==> config.mk <==
export PLATFORM = sky130hd
export DESIGN_NAME = wr_burst_monitor
export DESIGN_NICKNAME = d
export VERILOG_FILES = /design/src/rtl/wrmon_pkg.sv /design/src/rtl/wrmon_datapath.sv /design/src/rtl/wrmon_control.sv /design/src/rtl/wr_burst_monitor.sv
export SDC_FILE = /design/constraint.sdc
export NUM_CORES = 1
export LEC_CHECK = 0
export ABC_AREA = 1
export BUFFER_PORTS_ARGS = -buffer_cell sky130_fd_sc_hd__buf_2
export CAP_MARGIN = 5
export CORE_MARGIN = 1.5
export CORE_UTILIZATION = 45
export DETAILED_ROUTE_END_ITERATION = 16
export GPL_ROUTABILITY_DRIVEN = 1
export GPL_TIMING_DRIVEN = 0
export PLACE_DENSITY_LB_ADDON = 0.1
export SLEW_MARGIN = 20
export SYNTH_ARGS = -nofsm -noshare
export SYNTH_HDL_FRONTEND = slang
export SYNTH_SLANG_ARGS = --single-unit
==> constraint.sdc <==
create_clock -name clk -period 3.2 [get_ports clk]
set_clock_uncertainty 0.2 [all_clocks]
set_input_delay 0.64 -clock clk [delete_from_list [all_inputs] [get_ports clk]]
set_output_delay 0.64 -clock clk [all_outputs]
set_load 0.02 [all_outputs]
==> src/rtl/wrmon_pkg.sv <==
package wrmon_pkg;
  localparam int RULE_N = 6;
  localparam int RULE_DROP = 0;
  localparam int RULE_PAYLOAD = 1;
  localparam int RULE_EARLY = 2;
  localparam int RULE_MISSING = 3;
  localparam int RULE_SIZE = 4;
  localparam int RULE_OVERFLOW = 5;

  typedef struct packed {
    logic push;
    logic pop;
    logic cntInc;
    logic cntClr;
    logic pendSet;
    logic pendClr;
    logic unchkSet;
    logic unchkClr;
  } wrmonStrobe_t;
endpackage

==> src/rtl/wrmon_datapath.sv <==
module wrmon_datapath
  import wrmon_pkg::*;
#(
  parameter int DATA_W = 32,
  parameter int LEN_W = 8,
  parameter int Q_DEPTH = 4,
  localparam int STRB_W = DATA_W / 8
) (
  input  logic              clk,
  input  logic              rstN,
  input  wrmonStrobe_t      ctl,
  input  logic [LEN_W-1:0]  addrLen,
  input  logic              dataValid,
  input  logic              dataReady,
  input  logic [DATA_W-1:0] dataBus,
  input  logic [STRB_W-1:0] dataStrb,
  input  logic              dataLast,
  output logic              headValid,
  output logic [LEN_W-1:0]  headLen,
  output logic              qFull,
  output logic [LEN_W:0]    beatCnt,
  output logic              pend,
  output logic              unchk,
  output logic              prevStall,
  output logic              payloadMoved
);
  localparam int PTR_W = (Q_DEPTH > 1) ? $clog2(Q_DEPTH) : 1;
  localparam int CNT_W = $clog2(Q_DEPTH + 1);
  localparam logic [PTR_W-1:0] PTR_LAST = PTR_W'(Q_DEPTH - 1);
  localparam logic [CNT_W-1:0] CNT_FULL = CNT_W'(Q_DEPTH);

  logic [LEN_W-1:0] lenMem [Q_DEPTH];
  logic [PTR_W-1:0] wrPtr, rdPtr;
  logic [CNT_W-1:0] qCount;
  logic [DATA_W-1:0] prevData;
  logic [STRB_W-1:0] prevStrb;
  logic prevLast;
  logic [LEN_W:0] cntBase;

  assign headValid = (qCount != '0);
  assign qFull = (qCount == CNT_FULL);
  assign headLen = lenMem[rdPtr];
  assign payloadMoved = (dataBus != prevData) || (dataStrb != prevStrb) || (dataLast != prevLast);
  assign cntBase = ctl.cntClr ? '0 : beatCnt;

  always_ff @(posedge clk) begin
    if (ctl.push) lenMem[wrPtr] <= addrLen;
  end

  always_ff @(posedge clk) begin
    if (!rstN) begin
      wrPtr <= '0;
      rdPtr <= '0;
      qCount <= '0;
    end else begin
      if (ctl.push) wrPtr <= (wrPtr == PTR_LAST) ? '0 : wrPtr + 1'b1;
      if (ctl.pop) rdPtr <= (rdPtr == PTR_LAST) ? '0 : rdPtr + 1'b1;
      if (ctl.push && !ctl.pop) qCount <= qCount + 1'b1;
      else if (ctl.pop && !ctl.push) qCount <= qCount - 1'b1;
    end
  end

  always_ff @(posedge clk) begin
    if (!rstN) begin
      beatCnt <= '0;
      pend <= 1'b0;
      unchk <= 1'b0;
    end else begin
      beatCnt <= (ctl.cntInc && (cntBase != '1)) ? cntBase + 1'b1 : cntBase;
      if (ctl.pendSet) pend <= 1'b1;
      else if (ctl.pendClr) pend <= 1'b0;
      if (ctl.unchkSet) unchk <= 1'b1;
      else if (ctl.unchkClr) unchk <= 1'b0;
    end
  end

  always_ff @(posedge clk) begin
    if (!rstN) begin
      prevStall <= 1'b0;
      prevData <= '0;
      prevStrb <= '0;
      prevLast <= 1'b0;
    end else begin
      prevStall <= dataValid && !dataReady;
      prevData <= dataBus;
      prevStrb <= dataStrb;
      prevLast <= dataLast;
    end
  end
endmodule

==> src/rtl/wrmon_control.sv <==
module wrmon_control
  import wrmon_pkg::*;
#(
  parameter int DATA_W = 32,
  parameter int LEN_W = 8
) (
  input  logic              clk,
  input  logic              rstN,
  input  logic              addrValid,
  input  logic              addrReady,
  input  logic [2:0]        addrSize,
  input  logic              dataValid,
  input  logic              dataReady,
  input  logic              dataLast,
  input  logic              headValid,
  input  logic [LEN_W-1:0]  headLen,
  input  logic              qFull,
  input  logic [LEN_W:0]    beatCnt,
  input  logic              pend,
  input  logic              unchk,
  input  logic              prevStall,
  input  logic              payloadMoved,
  output wrmonStrobe_t      ctl,
  output logic [RULE_N-1:0] errPulse,
  output logic [RULE_N-1:0] errSticky
);
  localparam logic [2:0] SIZE_MAX = 3'($clog2(DATA_W / 8));

  logic addrFire, dataFire;
  logic [LEN_W:0] lenExt, lastIdx;
  logic [RULE_N-1:0] viol;

  assign addrFire = addrValid && addrReady;
  assign dataFire = dataValid && dataReady;
  assign lenExt = {1'b0, headLen};
  assign lastIdx = beatCnt - 1'b1;

  always_comb begin
    ctl = '0;
    viol = '0;
    if (prevStall && !dataValid) viol[RULE_DROP] = 1'b1;
    if (prevStall && dataValid && payloadMoved) viol[RULE_PAYLOAD] = 1'b1;
    if (addrFire && (addrSize > SIZE_MAX)) viol[RULE_SIZE] = 1'b1;

    if (headValid && pend) begin
      // a burst that finished before its address: judge it now
      ctl.pop = 1'b1;
      ctl.cntClr = 1'b1;
      ctl.pendClr = 1'b1;
      ctl.unchkClr = 1'b1;
      if (lastIdx < lenExt) viol[RULE_EARLY] = 1'b1;
      if (lastIdx > lenExt) viol[RULE_MISSING] = 1'b1;
      if (dataFire) begin
        ctl.cntInc = 1'b1;
        if (dataLast) ctl.pendSet = 1'b1;
        else ctl.unchkSet = 1'b1;
      end
    end else if (headValid) begin
      if (unchk) begin
        ctl.unchkClr = 1'b1;
        if (beatCnt > lenExt) viol[RULE_MISSING] = 1'b1;
      end
      if (dataFire) begin
        if (dataLast && (beatCnt < lenExt)) viol[RULE_EARLY] = 1'b1;
        if (!dataLast && (beatCnt == lenExt)) viol[RULE_MISSING] = 1'b1;
        if (dataLast) begin
          ctl.pop = 1'b1;
          ctl.cntClr = 1'b1;
        end else begin
          ctl.cntInc = 1'b1;
        end
      end
    end else if (dataFire && !pend) begin
      ctl.cntInc = 1'b1;
      if (dataLast) ctl.pendSet = 1'b1;
      else ctl.unchkSet = 1'b1;
    end

    ctl.push = addrFire && (!qFull || ctl.pop);
    if (addrFire && qFull && !ctl.pop) viol[RULE_OVERFLOW] = 1'b1;
  end

  always_ff @(posedge clk) begin
    if (!rstN) begin
      errPulse <= '0;
      errSticky <= '0;
    end else begin
      errPulse <= viol;
      errSticky <= errSticky | viol;
    end
  end
endmodule

==> src/rtl/wr_burst_monitor.sv <==
module wr_burst_monitor
  import wrmon_pkg::*;
#(
  parameter int DATA_W = 32,
  parameter int LEN_W = 8,
  parameter int Q_DEPTH = 4,
  localparam int STRB_W = DATA_W / 8
) (
  input  logic              clk,
  input  logic              rstN,
  input  logic              addrValid,
  input  logic              addrReady,
  input  logic [LEN_W-1:0]  addrLen,
  input  logic [2:0]        addrSize,
  input  logic              dataValid,
  input  logic              dataReady,
  input  logic [DATA_W-1:0] dataBus,
  input  logic [STRB_W-1:0] dataStrb,
  input  logic              dataLast,
  output logic [RULE_N-1:0] errPulse,
  output logic [RULE_N-1:0] errSticky
);
  wrmonStrobe_t ctl;
  logic headValid, qFull, pend, unchk, prevStall, payloadMoved;
  logic [LEN_W-1:0] headLen;
  logic [LEN_W:0] beatCnt;

  wrmon_datapath #(.DATA_W(DATA_W), .LEN_W(LEN_W), .Q_DEPTH(Q_DEPTH)) dpInst (
    .clk(clk), .rstN(rstN), .ctl(ctl), .addrLen(addrLen),
    .dataValid(dataValid), .dataReady(dataReady), .dataBus(dataBus),
    .dataStrb(dataStrb), .dataLast(dataLast),
    .headValid(headValid), .headLen(headLen), .qFull(qFull), .beatCnt(beatCnt),
    .pend(pend), .unchk(unchk), .prevStall(prevStall), .payloadMoved(payloadMoved)
  );

  wrmon_control #(.DATA_W(DATA_W), .LEN_W(LEN_W)) ctlInst (
    .clk(clk), .rstN(rstN), .addrValid(addrValid), .addrReady(addrReady),
    .addrSize(addrSize), .dataValid(dataValid), .dataReady(dataReady),
    .dataLast(dataLast), .headValid(headValid), .headLen(headLen), .qFull(qFull),
    .beatCnt(beatCnt), .pend(pend), .unchk(unchk), .prevStall(prevStall),
    .payloadMoved(payloadMoved), .ctl(ctl), .errPulse(errPulse), .errSticky(errSticky)
  );
endmodule

* After elaboration in Yosys (flattened, before gate mapping)
Memory sizes are Yosys's and may differ from the RTL's. A register that Yosys moved wholly into a read port is not among the register bits. Index checks and enable logic that the tools add are counted.
Storage, ports and cells: RAM bits 32, memories kept 1, output and inout bits 12, flip-flop bits (word level) 68, input port bits 54, logic and storage cells 110
Operators by class: bitwise gates (word level) 1, equal/unequal tests 8, magnitude comparators 5, multiplexer cells 46, $add $sub $neg 6, reduce and logical (&&, ||, !) cells 31
Memories:
- dpInst.lenMem | depth 4, bits a word 8, rd ports 1, clocked after Yosys merged registers in 1, wr ports 1, RTL line wrmon_datapath.sv:32 | logic [LEN_W-1:0] lenMem [Q_DEPTH];
Operators with widths (count):
- two-way mux 1 bit | 32
- inequality test 32 bit | 1
- greater-than comparator 9 x 8 -> 1 bit | 2
- less-than comparator 9 x 8 -> 1 bit | 2
- two-way mux 9 bit | 2
- logical AND 1 bit | 17
- two-way mux 2 bit | 8
- adder 9 x 1 -> 9 bit, second input constant | 1
- equality test 9 x 8 -> 1 bit | 1
- two-way mux 3 bit | 3
- inequality test 9 bit, second input constant | 1
- subtractor 9 x 1 -> 9 bit, second input constant | 1
- zero test 1 bit | 7
- OR 6 bit | 1
- nonzero test 2 bit | 3
- adder 2 x 1 -> 2 bit, second input constant | 2
- equality test 2 bit, second input constant | 2
- two-way mux 4 bit | 1
- inequality test 4 bit | 1
- adder 3 x 1 -> 3 bit, second input constant | 1
- equality test 3 bit, second input constant | 1
- greater-than comparator 3 x 2 -> 1 bit, second input constant | 1
- logical OR 1 bit | 3
- nonzero test 3 bit | 1
- 2 further kinds | 2

* Depth between registers and ports, before layout
Gate-level depths: netlist of the first run.
depth after elaboration 11, mapped depth 18, gate-level depth less buffers 17

* By module
Synthesis of the first run repeated with hierarchy kept, for this count alone.
Unflattened totals: cells, all modules 615, area total of the unflattened synthesis 4966.0 um^2
By module, submodules not included:
- wrmon_datapath | area an instance 3828.7 um^2, cells an instance 438, sequential area each 2122.0 um^2, instances 1
- wrmon_control | area an instance 1137.3 um^2, cells an instance 177, sequential area each 240.2 um^2, instances 1

* Worst setup path after synthesis of the first run
Ideal clock, no wire load.
path type in2reg, from input dataValid, to register dpInst.beatCnt[0], arrival 2.338 ns, data required time 2.877 ns, setup time 0.123 ns, buffers on the path 0, setup slack 0.539 ns, stages on the path 16, path through nand2_1 > nor2_4 > nand2_4 > nand2_4 > nor2_1 > ha_1 > nand2_1 > inv_1 > nand4_2 > nor3_1 > ha_1 > inv_1 > nand2_4 > inv_2 > o21ai_0 > a21oi_1
Between the ends: cells in the longest elaborated chain, start to end 8, elaborated cells between the ends (all ways) 13, those cells by class 1 x add/sub; 1 x eq/ne; 8 x mux; 3 x reduce/logical
RTL lines:
- from (decl) | RTL line wr_burst_monitor.sv:15 | input logic dataValid,
- logical AND 1 bit * | RTL line wrmon_control.sv:34 | assign dataFire = dataValid && dataReady;
- two-way mux 3 bit | RTL line wrmon_control.sv:63 | if (dataFire) begin
- two-way mux 1 bit | RTL line wrmon_control.sv:58 | end else if (headValid) begin
- two-way mux 4 bit * | RTL line wrmon_control.sv:45 | if (headValid && pend) begin
- parallel branches: the longest is 3 deep, another holds adder 9 x 1 -> 9 bit
- two-way mux 9 bit * | RTL line wrmon_datapath.sv:69 | beatCnt <= (ctl.cntInc && (cntBase != '1)) ? cntBase + 1'b1 : cntBase;
- to (signal assigned) | RTL line wrmon_datapath.sv:69
- to (decl) | RTL line wrmon_datapath.sv:21 | output logic [LEN_W:0] beatCnt,
Mark *: on every way between the ends. A chain may end at the register's enable or synchronous reset.

==> metrics.yaml, run 1 <==
critical_path:
  path_max_fanout: 10
  startpoint_type: "flop"
  end_kind: "flop"
  criticalPathCategory: "flop to flop"
  worstPathArrival_ns: 2.86
  crit_required_ns: 3.25
cts:
  clock_path_buffers: 2
  post_cts_resized: 0
  cts_tree: "built"
  cts_max_level: 3
  cts_hold_buf: 0
  numCtsBuffers: 9
  clk_latency_ns: 0.36
  cts.sinks: 102
  clkTransAtPathRegs_ns: 0.10
  cts_setup_buffers: 0
  cts-root-buf: "clkbuf_8"
pwr:
  cellPowerDensity_nw_per_um2: 513
  total_power_mw: 2.83
  ir_worst_vdd_uv: 322
  p_leak_nw: 2.64
grt:
  grt_max_degree: 19
  grt-ovfl-total: 0
  grt_pass1_wl_mm: 15.7
  grt_pass1_vias: 3391
  grtUsageTotal_pct: 17.8
  antenna_found_initial: 0
placed_design:
  dp_hpwl_mm: 7.02
  numPortBuffers: 64
  gp_congestion: 0.873
sta:
  setup_violations: 0
  fin_setup_tns_ns: 0
  grt_setup_unrepaired: "no"
  fin_crit_sh_pct: 87.5
  worstMarginPinSlew_ns: 0.801
  period_minus_slack_ns: 2.80
  drv_slew: 0
  hold_viol_final: 0
  slew_headroom_pct: 46.4
  fmax_mhz: 357
synth:
  synth_cell_types: 42
  ys.flop_type: "dfxtp_1"
  synth_area_um2: 4830
  synth_edf_count: 32
  synth.avg_cell_area_um2: 8.95
  ys_async_sr_fraction_pct: 0
  yosysWarnings: 0
  synth-seq-cells: 102
  ys_seq_area_share_pct: 48.9
  synthesis.instances: 540
  syn_nets: 620
cells_and_area:
  mostFrequentLayoutCell: "nand2_1"
  drive_above_1_share_pct: 18.4
  fin_nets: 694
  diodes: 0
  layout_common_cells: "nand2_1 (116), inv_1 (76), dfxtp_1 (70), buf_2 (67), nor2_1 (40)"
  syn2layout_area_growth_pct: 14.4
run:
  drv_cap: 0
detailed_routing:
  drc: 0
  drtIter0Drc: 99
  totalWireLength_mm: 9.14
  first_pass_iters: 4
  num_vias: 3546
  drtAntennaViolNets: 0
  routed_via_density: 4.70
  wire_per_inst_um: 12.1
run_status:
  outcome: "complete, no violations"
min_path:
  worst_hold_path_type: "flop to flop"
floorplanning:
  die_w_um: 107
  io_pins: 66
  die_h_um: 107
  rows: 37
  coreArea_um2: 10400
  dieArea_um2: 11400
  start_util_pct: 46.6
cell families (layout without fill, tap and decap cells):
kind of cell             after synthesis  after routing  synth area share [%]
flip-flops                           102            102                  48.9
XOR/XNOR                              45             45                  8.16
AND/OR/NAND/NOR                      214            214                  21.1
buffers and inverters                 96            175                  7.77
adder cells (fa/ha/maj)               26             26                  6.89
AO/OA/AOI/OAI                         57             57                  7.20
per-stage QoR:
stage | hold WS [ns] | instances | util, % | instance area (µm²) | worst slack, ns
5_1_grt | 0.245 | 755 | 53.3 | 5530 | 0.100
6_report | 0.245 | 755 | 53.3 | 5530 | 0.399
3_3_place_gp | 0.231 | 740 | 51.3 | 5320 | 0.137
2_1_floorplan | 0.230 | 540 | - | 4830 | 0.539
4_1_cts | 0.239 | 756 | 53.3 | 5530 | 0.0948
3_5_place_dp | 0.233 | 740 | 51.3 | 5320 | 0.130
final cells by class:
| type | instances | area, µm² |
|---|---|---|
| Buffer | 11 | 55.1 |
| Clock buffer | 10 | 128 |
| Clock inverter | 6 | 78.8 |
| Fill cell | 1027 | 4840 |
| Inverter | 84 | 319 |
| Multi-Input combinational cell | 342 | 2090 |
| Sequential cell | 102 | 2360 |
| Tap cell | 136 | 170 |
| Timing Repair Buffer | 64 | 320 |
sequential cells by signal (all words and copies together) (netlist names), 3 cells and up, named ones only:
register,cells
dpInst.prevData,32
ctlInst.errPulse,6
dpInst.prevStrb,4
dpInst.beatCnt,9
dpInst.lenMem,32
ctlInst.errSticky,6
dpInst.qCount,3
critical path: stages, from the launching register on:
cell and delay [ns]:
dfxtp_1 0.42, inv_1 0.26, clkbuf_2 0.30, nand2_1 0.08, a32o_1 0.28, ha_1 0.31, nand3_1 0.07, nor2_1 0.16
and2_1 0.22, nor2_1 0.05, nand2_1 0.06, nand2_1 0.05, nand2_1 0.05, nand2_1 0.05, nand2_1 0.08, nand2_1 0.06
synth_stat cells (9+ instances only):
master      n  area share [%]
nand3_1    15             1.6
a21oi_1    26             2.7
dfxtp_1    70              29
nand4_1    10             1.3
nor3_1      9            0.93
edfxtp_1   32              20
o21ai_0    15             1.6
xor2_1     14             2.5
xnor2_1    31             5.6
nor2_1     40             3.1
inv_1      76             5.9
nand2_1   116             9.0
ha_1       25             6.5
final timing paths:
check / startpoint / end / slack (ns) / cells past startpoint
max reg2reg: flop / ctlInst.errSticky[3] / 0.40 / 15
max: flop / ctlInst.errSticky[3] / 0.40 / 15
min reg2reg: ctlInst.errSticky[3] / ctlInst.errSticky[3] / 0.25 / 2
min: ctlInst.errSticky[3] / ctlInst.errSticky[3] / 0.25 / 2
per-layer routing:
| layer | wire length, µm | share of wire [%] | up-vias | global-route usage (%) |
|---|---|---|---|---|
| met1 | 4020 | 44 | 1590 | 22.3 |
| met5 | 0 | 0 | - | 0 |
| met4 | 70 | 0.77 | 0 | 6.29 |
| met2 | 4430 | 48 | 78 | 29.9 |
| met3 | 613 | 6.7 | 5 | 4.26 |
| li1 | - | - | 1873 | - |
power by group:
| group | leakage [nW] | switching, mW | total, mW | internal [mW] |
|---|---|---|---|---|
| Combinational | 1.68 | 0.342 | 0.566 | 0.224 |
| Clock | 0.0963 | 0.452 | 0.826 | 0.374 |
| Sequential | 0.868 | 0.0408 | 1.44 | 1.40 |
Power figures use the tool's default switching activity.
==> run 2: changes to the inputs <==
--- a/config.mk
+++ b/config.mk
@@ -8,12 +8,14 @@
 export ABC_AREA = 1
 export BUFFER_PORTS_ARGS = -buffer_cell sky130_fd_sc_hd__buf_2
 export CAP_MARGIN = 5
+export CORE_ASPECT_RATIO = 0.6
 export CORE_MARGIN = 1.5
 export CORE_UTILIZATION = 45
 export DETAILED_ROUTE_END_ITERATION = 16
 export GPL_ROUTABILITY_DRIVEN = 1
 export GPL_TIMING_DRIVEN = 0
 export PLACE_DENSITY_LB_ADDON = 0.1
+export RECOVER_POWER = 50
 export SLEW_MARGIN = 20
 export SYNTH_ARGS = -nofsm -noshare
 export SYNTH_HDL_FRONTEND = slang
==> run 2 against run 1 <==
Against the previous run:
- final area up 1.1%
- sequential power about the same
- sequential cell count is the same
- wire length rose by 5.6%
- die area rose by 0.18%
- first-iteration DRC count is 63% higher
- non-clock buffer count increased by 1
- critical path depth increased by 1
- total power rose by 6.9%
==> metrics.yaml, run 2 (same netlist as run 1, synthesis figures left out) <==
run_status:
  outcome: "complete, no violations"
detailed_routing:
  drtAntennaViolNets: 0  # unchanged
  routed_via_density: 4.65  # -1.1%
  num_vias: 3526  # -0.56%
  drc: 0  # unchanged
  wire_per_inst_um: 12.7  # +5.0%
  first_pass_iters: 5  # +1
  totalWireLength_mm: 9.65  # +5.6%
  drtIter0Drc: 161  # +63%
sta:
  period_minus_slack_ns: 2.93  # +0.131 ns
  hold_viol_final: 0  # unchanged
  fin_setup_tns_ns: 0  # unchanged
  setup_violations: 0  # unchanged
  grt_setup_unrepaired: "no"
  slew_headroom_pct: 41.7  # -4.7 points
  setup_ws_ns: 0.267  # -0.131 ns
  fmax_mhz: 341  # -4.5%
  drv_slew: 0  # unchanged
  fin_crit_sh_pct: 91.6  # +4.1 points
  worstMarginPinSlew_ns: 0.871  # +0.0698 ns
cells_and_area:
  syn2layout_area_growth_pct: 15.6
  mostFrequentLayoutCell: "nand2_1"
  diodes: 0  # unchanged
  drive_above_1_share_pct: 16.6  # -1.8 points
  final_cells: 759  # +0.53%
  layout_common_cells: "nand2_1 (116), inv_1 (76), dfxtp_1 (70), buf_2 (57), nor2_1 (40)"
  largest_registers: "dpInst.lenMem (32), dpInst.prevData (32), dpInst.beatCnt (9)"
  fin_nets: 695  # +0.14%
  final_design_area_no_fill_um2: 5590  # +1.1%
grt:
  grt-ovfl-total: 0  # unchanged
  grtUsageTotal_pct: 18.2  # +0.38 points
  antenna_found_initial: 0  # unchanged
  grt_max_degree: 18  # -1
  grt_pass1_wl_mm: 15.7  # +0.22%
  grt_pass1_vias: 3285  # -3.1%
floorplanning:
  start_util_pct: 45.9  # -0.68 points
  die_w_um: 137  # +28%
  die_h_um: 83.3  # -22%
  dieArea_um2: 11400  # +0.18%
  rows: 29  # -22%
  coreArea_um2: 10500  # +1.5%
  io_pins: 66  # unchanged
critical_path:
  crit_path_frequent_cell: "nand2_1"
  criticalPathCategory: "flop to flop"
  worstPathArrival_ns: 2.97  # +0.11 ns
  critical_path.slowest_cell: "clkbuf_1"
  crit_chain: "clkbuf_1, inv_1, clkbuf_2, o21ai_0, o22ai_1, ha_1, inv_1, nor3_1, and2_1, nor2_1, nand2_1, nand2_1, nand2_1, nand2_1, nand2_1, nand2_1"
  crit_required_ns: 3.24  # about the same
  end_kind: "flop"
  path_max_fanout: 10  # unchanged
  reg2regPathDepth: 16  # +1
  r2r_slack_ns: 0.27  # -0.13 ns
  cp.depth: 16  # +1
  cp_num_buf_inv: 4  # +2
  startpoint_type: "flop"
  max_stage_delay_ns: 0.32  # -0.10 ns
  cp_top_family: "buffers and inverters"
min_path:
  hold_depth: 2  # unchanged
  worst_hold_path_type: "flop to flop"
placed_design:
  dpl.cell_count: 743  # +0.41%
  gp_congestion: 0.870  # -0.33%
  dp_hpwl_mm: 7.55  # +7.5%
  place_area_um2: 5330  # about the same
  numPortBuffers: 64  # unchanged
  preCtsSetupSlack_ns: 0.0698  # -0.0600 ns
cts:
  clkTransAtPathRegs_ns: 0.07  # -0.03 ns
  cts.sinks: 102  # unchanged
  numCtsBuffers: 9  # unchanged
  clock_path_buffers: 2  # unchanged
  cts-root-buf: "clkbuf_16"
  cts_max_level: 3  # unchanged
  cts_setup_buffers: 0  # unchanged
  clk_latency_ns: 0.35  # about the same
  cts_tree: "built"
run:
  drv_cap: 0  # unchanged
pwr:
  ir_worst_vdd_uv: 257  # -20%
  p_leak_nw: 2.65  # +0.47%
  cellPowerDensity_nw_per_um2: 542  # +5.8%
-- run 2: layer usage --
metal,global-route usage (%),up-vias,wire [µm]
li1,-,1876,-
met1,28.2,1561,5110
met2,24.4,75,3750
met3,4.82,14,682
met4,5.22,0,112
met5,0,-,0
-- run 2: what timing repair did --
action,in CTS,in global routing
hold buffers,0,0
resized for setup,0,4
endpoints found under the setup margin,0,2
-- run 2: worst min-delay path, stage by stage (launching register included) --
cell,delay (ns)
dfxtp_1,0.31
nand2_1,0.05
nand2_1,0.04
-- run 2: layout make-up --
type / instances / area (µm²)
Fill cell: 982 / 4940
Sequential cell: 102 / 2360
Multi-Input combinational cell: 342 / 2090
Inverter: 84 / 319
Timing Repair Buffer: 64 / 310
Clock buffer: 12 / 240
Tap cell: 139 / 174
Buffer: 12 / 56.3
Clock inverter: 4 / 31.3
-- run 2: per-stage QoR --
step | util [%] | hold WS (ns) | power (mW)
4_1_cts | 53.2 | 0.246 | 3.06
6_report | 53.1 | 0.242 | 3.03
3_5_place_dp | 50.6 | 0.236 | 2.05
5_1_grt | 53.1 | 0.276 | 3.21
3_3_place_gp | 50.6 | 0.228 | 2.04
2_1_floorplan | - | 0.230 | 1.88
-- run 2: report_power, final --
| part | leakage [nW] | switching (mW) | internal [mW] |
|---|---|---|---|
| clock network | 0.135 | 0.466 | 0.543 |
| registers | 0.868 | 0.0379 | 1.40 |
| logic | 1.65 | 0.360 | 0.222 |
| total | 2.65 | 0.863 | 2.17 |
-- run 2: final timing paths --
check,from,end
worst max-delay path,flop,ctlInst.errSticky[3]
worst min-delay path,ctlInst.errSticky[3],ctlInst.errSticky[3]
worst max register to register,flop,ctlInst.errSticky[3]
worst min register to register,ctlInst.errSticky[3],ctlInst.errSticky[3]
